[src/rtl/sio_pkg.sv]
package sio_pkg;
  localparam int NFLAG = 9;

  typedef enum int unsigned {
    F_RX_DATA   = 0,
    F_RX_AFULL  = 1,
    F_RX_FULL   = 2,
    F_RX_TMO    = 3,
    F_RX_OVF    = 4,
    F_TX_AEMPTY = 5,
    F_TX_FULL   = 6,
    F_TX_EMPTY  = 7,
    F_CTS_DELTA = 8
  } flag_e;

  // bits that mirror a level rather than latch an event
  localparam logic [NFLAG-1:0] LEVEL_MASK = 9'h045;

  localparam int REG_TXD  = 0;
  localparam int REG_RXD  = 1;
  localparam int REG_STAT = 2;
  localparam int REG_EN   = 3;
  localparam int REG_PEND = 4;
  localparam int REG_CTRL = 5;

  localparam int CTL_TXFLUSH = 0;
  localparam int CTL_RXFLUSH = 1;
  localparam int CTL_RTS     = 2;
  localparam int CTL_CTS     = 3;

  // one-cycle event when a condition turns true
  function automatic logic rise(input logic cur, input logic prev);
    return cur & ~prev;
  endfunction

  // sticky update: set wins over a clear in the same cycle
  function automatic logic [NFLAG-1:0] sticky_next(input logic [NFLAG-1:0] cur,
                                                   input logic [NFLAG-1:0] clr,
                                                   input logic [NFLAG-1:0] set);
    return ((cur & ~clr) | set) & ~LEVEL_MASK;
  endfunction
endpackage

[src/rtl/sio_fifo.sv]
module sio_fifo #(
  parameter int WIDTH = 8,
  parameter int DEPTH = 8,
  localparam int PTR_W = (DEPTH > 1) ? $clog2(DEPTH) : 1,
  localparam int CNT_W = $clog2(DEPTH + 1)
) (
  input  logic             clk,
  input  logic             rst_n,
  input  logic             flush,
  input  logic             push,
  input  logic [WIDTH-1:0] din,
  input  logic             pop,
  output logic [WIDTH-1:0] dout,
  output logic [CNT_W-1:0] count,
  output logic             full,
  output logic             empty,
  output logic             drop
);
  logic [WIDTH-1:0] mem [DEPTH];
  logic [PTR_W-1:0] wp, rp;
  logic             do_push, do_pop;

  function automatic logic [PTR_W-1:0] step(input logic [PTR_W-1:0] p);
    return (p == PTR_W'(DEPTH - 1)) ? '0 : p + PTR_W'(1);
  endfunction

  assign full    = (count == CNT_W'(DEPTH));
  assign empty   = (count == '0);
  assign do_push = push & ~full & ~flush;
  assign do_pop  = pop & ~empty & ~flush;
  assign drop    = push & full & ~flush;
  assign dout    = empty ? '0 : mem[rp];

  always_ff @(posedge clk) begin
    if (do_push) mem[wp] <= din;
  end

  always_ff @(posedge clk) begin
    if (!rst_n || flush) begin
      wp    <= '0;
      rp    <= '0;
      count <= '0;
    end else begin
      if (do_push) wp <= step(wp);
      if (do_pop)  rp <= step(rp);
      count <= count + CNT_W'(do_push) - CNT_W'(do_pop);
    end
  end

  AST_CNT_BOUND: assert property (@(posedge clk) disable iff (!rst_n)
    count <= CNT_W'(DEPTH));
  AST_FLUSH_EMPTY: assert property (@(posedge clk) disable iff (!rst_n)
    flush |=> empty);
  AST_FULL_DROP: assert property (@(posedge clk) disable iff (!rst_n)
    (full && push && !pop && !flush) |=> full);
endmodule

[src/rtl/sio_status.sv]
module sio_status
  import sio_pkg::*;
(
  input  logic             clk,
  input  logic             rst_n,
  input  logic [NFLAG-1:0] level_vec,
  input  logic [NFLAG-1:0] event_vec,
  input  logic [NFLAG-1:0] clr_mask,
  input  logic             en_we,
  input  logic [NFLAG-1:0] en_wdata,
  output logic [NFLAG-1:0] stat,
  output logic [NFLAG-1:0] en,
  output logic [NFLAG-1:0] pend,
  output logic             irq
);
  logic [NFLAG-1:0] sticky;

  assign stat = (level_vec & LEVEL_MASK) | sticky;
  assign pend = stat & en;

  always_ff @(posedge clk) begin
    if (!rst_n) begin
      sticky <= '0;
      en     <= '0;
      irq    <= 1'b0;
    end else begin
      sticky <= sticky_next(sticky, clr_mask, event_vec);
      if (en_we) en <= en_wdata;
      irq <= |pend;
    end
  end

  AST_STICKY_HOLD: assert property (@(posedge clk) disable iff (!rst_n)
    ((sticky & ~clr_mask) != '0) |=>
      ((sticky & $past(sticky & ~clr_mask)) == $past(sticky & ~clr_mask)));
  AST_EVENT_SETS: assert property (@(posedge clk) disable iff (!rst_n)
    ((event_vec & ~LEVEL_MASK) != '0) |=>
      ((stat & $past(event_vec & ~LEVEL_MASK)) == $past(event_vec & ~LEVEL_MASK)));
  AST_EN_ZERO_QUIET: assert property (@(posedge clk) disable iff (!rst_n)
    (en == '0) |=> !irq);
  AST_IRQ_FOLLOWS: assert property (@(posedge clk) disable iff (!rst_n)
    ((stat & en) != '0) |=> irq);
endmodule

[src/rtl/sio_cts_sync.sv]
module sio_cts_sync (
  input  logic clk,
  input  logic rst_n,
  input  logic pin,
  output logic level,
  output logic changed
);
  logic s1, seen;

  always_ff @(posedge clk) begin
    if (!rst_n) begin
      s1    <= 1'b0;
      level <= 1'b0;
      seen  <= 1'b0;
    end else begin
      s1    <= pin;
      level <= s1;
      seen  <= level;
    end
  end

  assign changed = level ^ seen;
endmodule

[src/rtl/sio_irq_front.sv]
module sio_irq_front
  import sio_pkg::*;
#(
  parameter int DEPTH         = 8,
  parameter int RX_AFULL_LVL  = 6,
  parameter int TX_AEMPTY_LVL = 2,
  parameter int ADDR_W        = 5,
  localparam int CNT_W = $clog2(DEPTH + 1),
  localparam int IDX_W = ADDR_W - 2
) (
  input  logic              clk,
  input  logic              rst_n,
  input  logic              bus_sel,
  input  logic              bus_we,
  input  logic [ADDR_W-1:0] bus_addr,
  input  logic [31:0]       bus_wdata,
  output logic [31:0]       bus_rdata,
  input  logic              rx_push,
  input  logic [7:0]        rx_byte,
  input  logic              rx_timeout,
  input  logic              tx_pop,
  output logic [7:0]        tx_byte,
  output logic              tx_valid,
  input  logic              cts_in,
  output logic              rts_out,
  output logic              irq
);
  logic [IDX_W-1:0] idx;
  logic             wr, rd;
  logic             wr_tx, wr_stat, wr_en, wr_ctrl, rd_rx;
  logic             tx_flush, rx_flush;
  logic [7:0]       rx_dout;
  logic [CNT_W-1:0] rx_cnt, tx_cnt;
  logic             rx_full, rx_empty, rx_drop;
  logic             tx_full, tx_empty, tx_drop;
  logic             cts_lvl, cts_chg;
  logic             rts_q;
  logic             afull_c, aempty_c;
  logic             afull_p, aempty_p, txe_p;
  logic [NFLAG-1:0] lvl_v, evt_v, clr_v, stat, en, pend;
  logic             unused_bits;

  assign idx     = bus_addr[ADDR_W-1:2];
  assign wr      = bus_sel & bus_we;
  assign rd      = bus_sel & ~bus_we;
  assign wr_tx   = wr && (int'(idx) == REG_TXD);
  assign wr_stat = wr && (int'(idx) == REG_STAT);
  assign wr_en   = wr && (int'(idx) == REG_EN);
  assign wr_ctrl = wr && (int'(idx) == REG_CTRL);
  assign rd_rx   = rd && (int'(idx) == REG_RXD);
  assign tx_flush = wr_ctrl & bus_wdata[CTL_TXFLUSH];
  assign rx_flush = wr_ctrl & bus_wdata[CTL_RXFLUSH];
  assign unused_bits = ^{bus_wdata[31:NFLAG], bus_addr[1:0], tx_drop};

  sio_fifo #(.WIDTH(8), .DEPTH(DEPTH)) u_rx (
    .clk(clk), .rst_n(rst_n), .flush(rx_flush), .push(rx_push), .din(rx_byte),
    .pop(rd_rx), .dout(rx_dout), .count(rx_cnt), .full(rx_full),
    .empty(rx_empty), .drop(rx_drop));

  sio_fifo #(.WIDTH(8), .DEPTH(DEPTH)) u_tx (
    .clk(clk), .rst_n(rst_n), .flush(tx_flush), .push(wr_tx),
    .din(bus_wdata[7:0]), .pop(tx_pop), .dout(tx_byte), .count(tx_cnt),
    .full(tx_full), .empty(tx_empty), .drop(tx_drop));

  sio_cts_sync u_cts (
    .clk(clk), .rst_n(rst_n), .pin(cts_in), .level(cts_lvl), .changed(cts_chg));

  assign afull_c  = (rx_cnt >= CNT_W'(RX_AFULL_LVL));
  assign aempty_c = (tx_cnt <= CNT_W'(TX_AEMPTY_LVL));

  // previous-condition state; reset values match the empty FIFOs
  always_ff @(posedge clk) begin
    if (!rst_n) begin
      afull_p  <= 1'b0;
      aempty_p <= 1'b1;
      txe_p    <= 1'b1;
      rts_q    <= 1'b0;
    end else begin
      afull_p  <= afull_c;
      aempty_p <= aempty_c;
      txe_p    <= tx_empty;
      if (wr_ctrl) rts_q <= bus_wdata[CTL_RTS];
    end
  end

  always_comb begin
    lvl_v = '0;
    lvl_v[F_RX_DATA] = ~rx_empty;
    lvl_v[F_RX_FULL] = rx_full;
    lvl_v[F_TX_FULL] = tx_full;
    evt_v = '0;
    evt_v[F_RX_AFULL]  = rise(afull_c, afull_p);
    evt_v[F_RX_TMO]    = rx_timeout;
    evt_v[F_RX_OVF]    = rx_drop;
    evt_v[F_TX_AEMPTY] = rise(aempty_c, aempty_p);
    evt_v[F_TX_EMPTY]  = rise(tx_empty, txe_p);
    evt_v[F_CTS_DELTA] = cts_chg;
    clr_v = wr_stat ? bus_wdata[NFLAG-1:0] : '0;
  end

  sio_status u_stat (
    .clk(clk), .rst_n(rst_n), .level_vec(lvl_v), .event_vec(evt_v),
    .clr_mask(clr_v), .en_we(wr_en), .en_wdata(bus_wdata[NFLAG-1:0]),
    .stat(stat), .en(en), .pend(pend), .irq(irq));

  assign tx_valid = ~tx_empty;
  assign rts_out  = rts_q;

  always_comb begin
    bus_rdata = '0;
    case (int'(idx))
      REG_RXD:  bus_rdata[7:0] = rx_dout;
      REG_STAT: bus_rdata[NFLAG-1:0] = stat;
      REG_EN:   bus_rdata[NFLAG-1:0] = en;
      REG_PEND: bus_rdata[NFLAG-1:0] = pend;
      REG_CTRL: begin
        bus_rdata[CTL_RTS] = rts_q;
        bus_rdata[CTL_CTS] = cts_lvl;
      end
      default: bus_rdata = '0;
    endcase
  end

  AST_CTS_DELTA: assert property (@(posedge clk) disable iff (!rst_n)
    !$stable(cts_lvl) |=> stat[F_CTS_DELTA]);
  AST_TX_VALID_DATA: assert property (@(posedge clk) disable iff (!rst_n)
    (wr_tx && !tx_flush) |=> tx_valid);
endmodule

[config.mk]
export PLATFORM = sky130hd
export DESIGN_NAME = sio_irq_front
export DESIGN_NICKNAME = d
export VERILOG_FILES = /design/src/rtl/sio_pkg.sv /design/src/rtl/sio_fifo.sv /design/src/rtl/sio_status.sv /design/src/rtl/sio_cts_sync.sv /design/src/rtl/sio_irq_front.sv
export SDC_FILE = /design/constraint.sdc
export NUM_CORES = 1
export LEC_CHECK = 0
export BUFFER_PORTS_ARGS = -buffer_cell sky130_fd_sc_hd__buf_2
export CAP_MARGIN = 20
export CELL_PAD_IN_SITES_DETAIL_PLACEMENT = 0
export CELL_PAD_IN_SITES_GLOBAL_PLACEMENT = 1
export CORE_MARGIN = 1.5
export CORE_UTILIZATION = 48
export DETAILED_ROUTE_END_ITERATION = 7
export GPL_ROUTABILITY_DRIVEN = 0
export PLACE_DENSITY_LB_ADDON = 0.1
export SLEW_MARGIN = 10
export SYNTH_ARGS = -nofsm -noshare
export SYNTH_HDL_FRONTEND = slang
export SYNTH_SLANG_ARGS = --single-unit
[constraint.sdc]
create_clock -name clk -period 3.2 [get_ports clk]
set_clock_uncertainty 0.15 [all_clocks]
set_input_delay 0.64 -clock clk [delete_from_list [all_inputs] [get_ports clk]]
set_output_delay 0.64 -clock clk [all_outputs]
set_load 0.02 [all_outputs]
**After elaboration in Yosys (flattened, before gate mapping)**

Memories as Yosys holds them, arrays and structs flattened. A register that Yosys moved wholly into a read port is not among the register bits.
Index checks and enable logic that the tools add are counted.

- $add $sub $neg: 8
- $mul: 0
- Div/mod/pow operators: 0
- Magnitude comparators: 2
- Equal/unequal tests: 15
- Shift operators: 0
- Multiplexer cells: 19
- Bitwise logic cells: 33
- Reductions and logical operators: 12

Operators by type and width:

| cell | count |
|---|---|
| == test 3 bit, second input constant | 9 |
| two-way mux 3 bit | 8 |
| AND 9 bit | 2 |
| AND 1 bit | 17 |
| two-way mux 8 bit | 2 |
| one-hot mux 4 bit (4 select lines) | 1 |
| adder 3 x 1 -> 3 bit, second input constant | 4 |
| inverter 1 bit | 10 |
| one-hot mux 2 bit (5 select lines) | 1 |
| == test 3 x 2 -> 1 bit, second input constant | 3 |
| two-way mux 9 bit | 1 |
| inverter 9 bit | 1 |
| OR 7 x 9 -> 9 bit | 1 |
| OR 9 bit | 1 |
| OR reduction 9 bit | 1 |
| adder 4 x 1 -> 4 bit | 2 |
| == test 4 bit, second input constant | 2 |
| zero test 4 bit | 2 |
| one-hot mux 2 bit (4 select lines) | 1 |
| subtractor 4 x 1 -> 4 bit | 2 |
| logical AND 1 bit | 5 |
| greater-or-equal comparator 4 x 3 -> 1 bit, second input constant | 1 |
| less-or-equal comparator 4 x 2 -> 1 bit, second input constant | 1 |
| two-way mux 1 bit | 4 |
| 6 further kinds | 7 |

- Flip-flop bits (word level): 46
- Latch bits: 0
- Memory bits (writable): 128
- Memory bits (read-only): 0
- Memories kept: 2

Memories:

| name | depth | width | read ports | clocked after memory_dff | wr ports | line | text |
|---|---|---|---|---|---|---|---|
| u_rx.mem | 8 | 8 | 1 | 1 | 1 | sio_fifo.sv:19 | `logic [WIDTH-1:0] mem [DEPTH];` |
| u_tx.mem | 8 | 8 | 1 | 1 | 1 | sio_fifo.sv:19 |  |

**Longest topological paths before layout**

- Word-level depth: 7
- Mapped depth: 12
- Mapped depth without buffers: 11

**Modules after synthesis**

From an unflattened synthesis, not the netlist that was laid out.

- Cell total of the unflattened synthesis: 616
- Area total of the unflattened synthesis: 7986.4 µm²

Modules (own cells, without submodules):

| module | times used | cells each | area each (µm²) | sequential area each (µm²) |
|---|---|---|---|---|
| sio_fifo | 2 | 218 | 3211.8 | 2182.1 |
| sio_irq_front | 1 | 108 | 814.5 | 80.1 |
| sio_status | 1 | 65 | 659.4 | 320.3 |
| sio_cts_sync | 1 | 7 | 88.8 | 60.1 |

**Least setup slack after synthesis**

No wires, ideal clock.

- Path kind: in2reg
- Start point: input port bus_addr[2]
- End point: memory u_tx.mem[0][0], enable pin
- Library setup time: 395 ps
- Arrival: 2406 ps
- Path slack: 250 ps
- Cell stages on the path: 5
- Buffers on the path: 2
- Path through: buf_6 > or2_0 > or4_1 > buf_2 > nor4_1

- Word-level cells in the longest chain between the ends: 7
- Elaborated cells on any way between the ends: 10
- Classes of those cells: eq/ne: 1; mux: 2; bitwise: 4; reduce/logical: 3

RTL lines:

| item | line | text |
|---|---|---|
| from (decl) | sio_irq_front.sv:15 | `input logic [ADDR_W-1:0] bus_addr,` |
| == test 3 bit | sio_irq_front.sv:49 | `assign wr_ctrl = wr && (int'(idx) == REG_CTRL);` |
| logical AND 1 bit | sio_irq_front.sv:49 |  |
| AND 1 bit | sio_irq_front.sv:51 | `assign tx_flush = wr_ctrl & bus_wdata[CTL_TXFLUSH];` |
| inverter 1 bit | sio_fifo.sv:29 | `assign do_push = push & ~full & ~flush;` |
| AND 1 bit * | sio_fifo.sv:29 |  |
| two-way mux 1 bit * | sio_fifo.sv:35 | `if (do_push) mem[wp] <= din;` |
| two-way mux 1 bit (not written as such) * | sio_fifo.sv:35 |  |
| to (decl) | sio_fifo.sv:19 |  |

Every way passes the cells marked *; elsewhere a longest branch is shown, timed or not.

**Final worst setup path**

- Start point: register u_rx.count[2]
- End point: output port bus_rdata[1]

- Word-level cells in the longest chain between the ends: 3

RTL lines:

| item | line | text |
|---|---|---|
| from (decl) | sio_fifo.sv:14 | `output logic [CNT_W-1:0] count,` |
| from (signal assigned) | sio_fifo.sv:46 | `count <= count + CNT_W'(do_push) - CNT_W'(do_pop);` |
| zero test 4 bit | sio_fifo.sv:28 | `assign empty = (count == '0);` |
| two-way mux 8 bit | sio_fifo.sv:32 | `assign dout = empty ? '0 : mem[rp];` |
| one-hot mux 2 bit (4 select lines) | sio_irq_front.sv:111 | `case (int'(idx))` |
| to (decl) | sio_irq_front.sv:17 | `output logic [31:0] bus_rdata,` |

Every way passes these cells.

==> flow_summary.ini <==
[clock_tree]
htree_levels = 4
cts.sinks = 177
clkSlewWorstSetupHoldPaths_ns = 0.07
cts_buffers = 17
clock_latency_ns = 0.43
cts-root-buf = clkbuf_16
ctsHoldBuffers = 0
cts_buffer_depth = 2
cts_tree = yes

[worst_setup_path]
ff2ff_setup_slack_ns = 0.55
ff2ff_path_depth = 12
path_max_fanout = 8
critical_path_required_ns = 2.41
slowest_delay_ns = 0.54
crit_type = flip-flop to output port
r2r_end = u_rx.count[2]
startpoint_type = flip-flop
end_kind = output port
critical-path-slowest-cell = or3b_2
cp_cell_sequence = inv_1 -> ha_1 -> or3b_2 -> nand2_2 -> nor2_1 -> a221o_1 -> buf_2
r2r_start = u_rx.count[2]
critPathTopFamily = simple AND/OR/NAND/NOR gates
path_buf_inv = 2
worstPathArrival_ns = 2.27

[grt]
grt_max_degree = 18
grtUsageTotal_pct = 20.0
grt_overflow_total = 0
grt_pass1_wl_um = 23800
grt_pass1_vias = 4319
antenna_found_initial = 1

[finish]
multi_input_area_sq_um = 2500
mostFrequentLayoutCells = edfxtp_1 (128), nand2_1 (60), dfxtp_1 (47), buf_2 (47), nor2_1 (32)
nFillCells = 1250
final_common_cell = edfxtp_1
drive_gt1_share_pct = 25.4
layout.area.seq_sq_um = 4830
area_growth_pct = 15.3
finalNetCount = 679
final_area_sq_um = 8700
num_antenna_cells = 0

[synthesis]
avgSynthCellArea_sq_um = 14.3
synth-seq-cells = 177
synth.distinct_cells = 57
synth_top_area_share_pct = 50.9
yosys.area.top_type = edfxtp_1
synth.area.top_cells = edfxtp_1 (51%), dfxtp_1 (13%), mux4_2 (8.9%)
async_reset_ff_share_pct = 0
seq_area_frac_synth_pct = 63.9
synthesis.area_sq_um = 7550
synth_ff_type = edfxtp_1
syn_inst = 529
yosys_warnings = 0
synth-edff-count = 128

[placement]
pre_cts_slack_ns = 0.180
placed_area_sq_um = 8090
io_buffer_count = 47
hpwl_um = 10400

[floorplan]
io_pins = 96
coreArea_sq_um = 15300
rows = 45
initial_core_util_pct = 49.5
die-area_sq_um = 16500
die_y_um = 128
fp.dieW_um = 128

[power]
leakage_uw = 0.00314
p_per_area_nw_per_um2 = 667
vdd_drop_max_v = 0.000392

[min_path]
worstHoldPathCells = 2
whs_endpoint = u_stat.sticky[3]
hp-start = rx_timeout
worstHoldPathType = primary input to flip-flop

[job]
drv_cap = 0

[sta]
slew_headroom_pct = 50.4
rsz0062_at_grt = no
fin_crit_sh_pct = 95.7
worst_slew_pin_slew_ns = 0.741
fin_setup_tns_ns = 0
slew_violations = 0
period_needed_ns = 3.06
fmax_mhz = 326
hold_violations = 0
timing.final.ws_setup_ns = 0.137
hold_ws_ns = 0.268
finalSetupViolCount = 0

[route]
drc = 0
routed_wl_um = 15400
wl_per_cell_um = 18.6
ant_nets = 0
vias = 4448
via_per_inst = 5.37
drt-initial-drc-count = 318
drtPass1Iterations = 5

[status]
status = finished clean
area by class of cell:
cell class	count	area share, %
sequential	177	55.5
multi-input combinational	318	28.7
timing repair buffer	77	5.29
clock buffer	20	5.25
tap	211	3.03
clock inverter	12	1.65
inverter	13	0.561
worst reg2reg max path: cells and delay by family, from the launching register on:
kind                     cells  cell delay (ns)
adder cells (fa/ha/maj)      3             0.69
XOR/XNOR                     1             0.14
flip-flops                   1             0.31
AND/OR/NAND/NOR              5             0.91
buffers and inverters        3             0.33
cells by family after synthesis:
logic type	share of synthesized area, %
other cells	0.0497
simple gates	10.0
fa+ha+maj	3.84
xor+xnor	0.580
mux	11.9
compound gates	5.60
flops	63.9
buf+inv	4.13
power breakdown:
group          switching, uW  internal (uW)  leakage [uW]  total [uW]
Combinational            639            456       0.00130        1100
Clock                    912           1150      0.000287        2060
Sequential              73.8           2580       0.00156        2650
Total                   1630           4180       0.00314        5810
how the worst max path moves through the flow:
| stage | from | end | depth (start not counted) | slack, ns |
|---|---|---|---|---|
| 2_1_floorplan | bus_addr[2] | u_tx.mem[0][0] | 5 | 0.25 |
| 3_3_place_gp | flip-flop | bus_rdata[6] | 5 | 0.18 |
| 3_5_place_dp | flip-flop | bus_rdata[6] | 5 | 0.18 |
| 4_1_cts | u_rx.count[2] | bus_rdata[6] | 7 | 0.02 |
| 5_1_grt | u_rx.count[2] | bus_rdata[1] | 7 | 0.04 |
| 6_report | u_rx.count[2] | bus_rdata[1] | 7 | 0.14 |
state kept, by name, summed over array words and instances (netlist names), 3 cells and up, named ones only:
register,count
u_rx.count,4
u_rx.mem,64
u_rx.rp,3
u_rx.wp,3
u_stat.en,9
u_stat.sticky,6
u_tx.count,4
u_tx.mem,64
u_tx.rp,3
u_tx.wp,3
per-layer routing:
metal  up-vias  global-route usage (%)  share of wire [%]
li1       2092                       -                  -
met1      2218                    25.5                 44
met2       117                    33.4                 50
met3        21                    4.53                4.1
met4         0                    7.80                1.8
met5         -                       0                  0
per-stage QoR:
stage               util (%)  power [uW]  std cells
floorplan                  -        3490        551
global placement        53.0        3780        796
detailed placement      53.0        3810        796
CTS                     57.0        5860        828
global route            57.0        6090        828
finish                  57.0        5810        828
synth_stat cells, types with 6 or more instances:
master / number
dfxtp_1: 49
mux4_2: 30
buf_2: 6
mux2i_1: 21
edfxtp_1: 128
clkbuf_1: 11
nor2_1: 32
nor3_1: 7
inv_1: 11
ha_1: 20
nand2_1: 61
a21oi_1: 29
buf_4: 23
what timing repair did:
action,4_1_cts,5_1_grt
buffers inserted,0,0
setup endpoints to repair,8,4
gates resized for setup,3,1
gates cloned,0,0
hold endpoints to repair,0,0
Power figures use the tool's default switching activity.
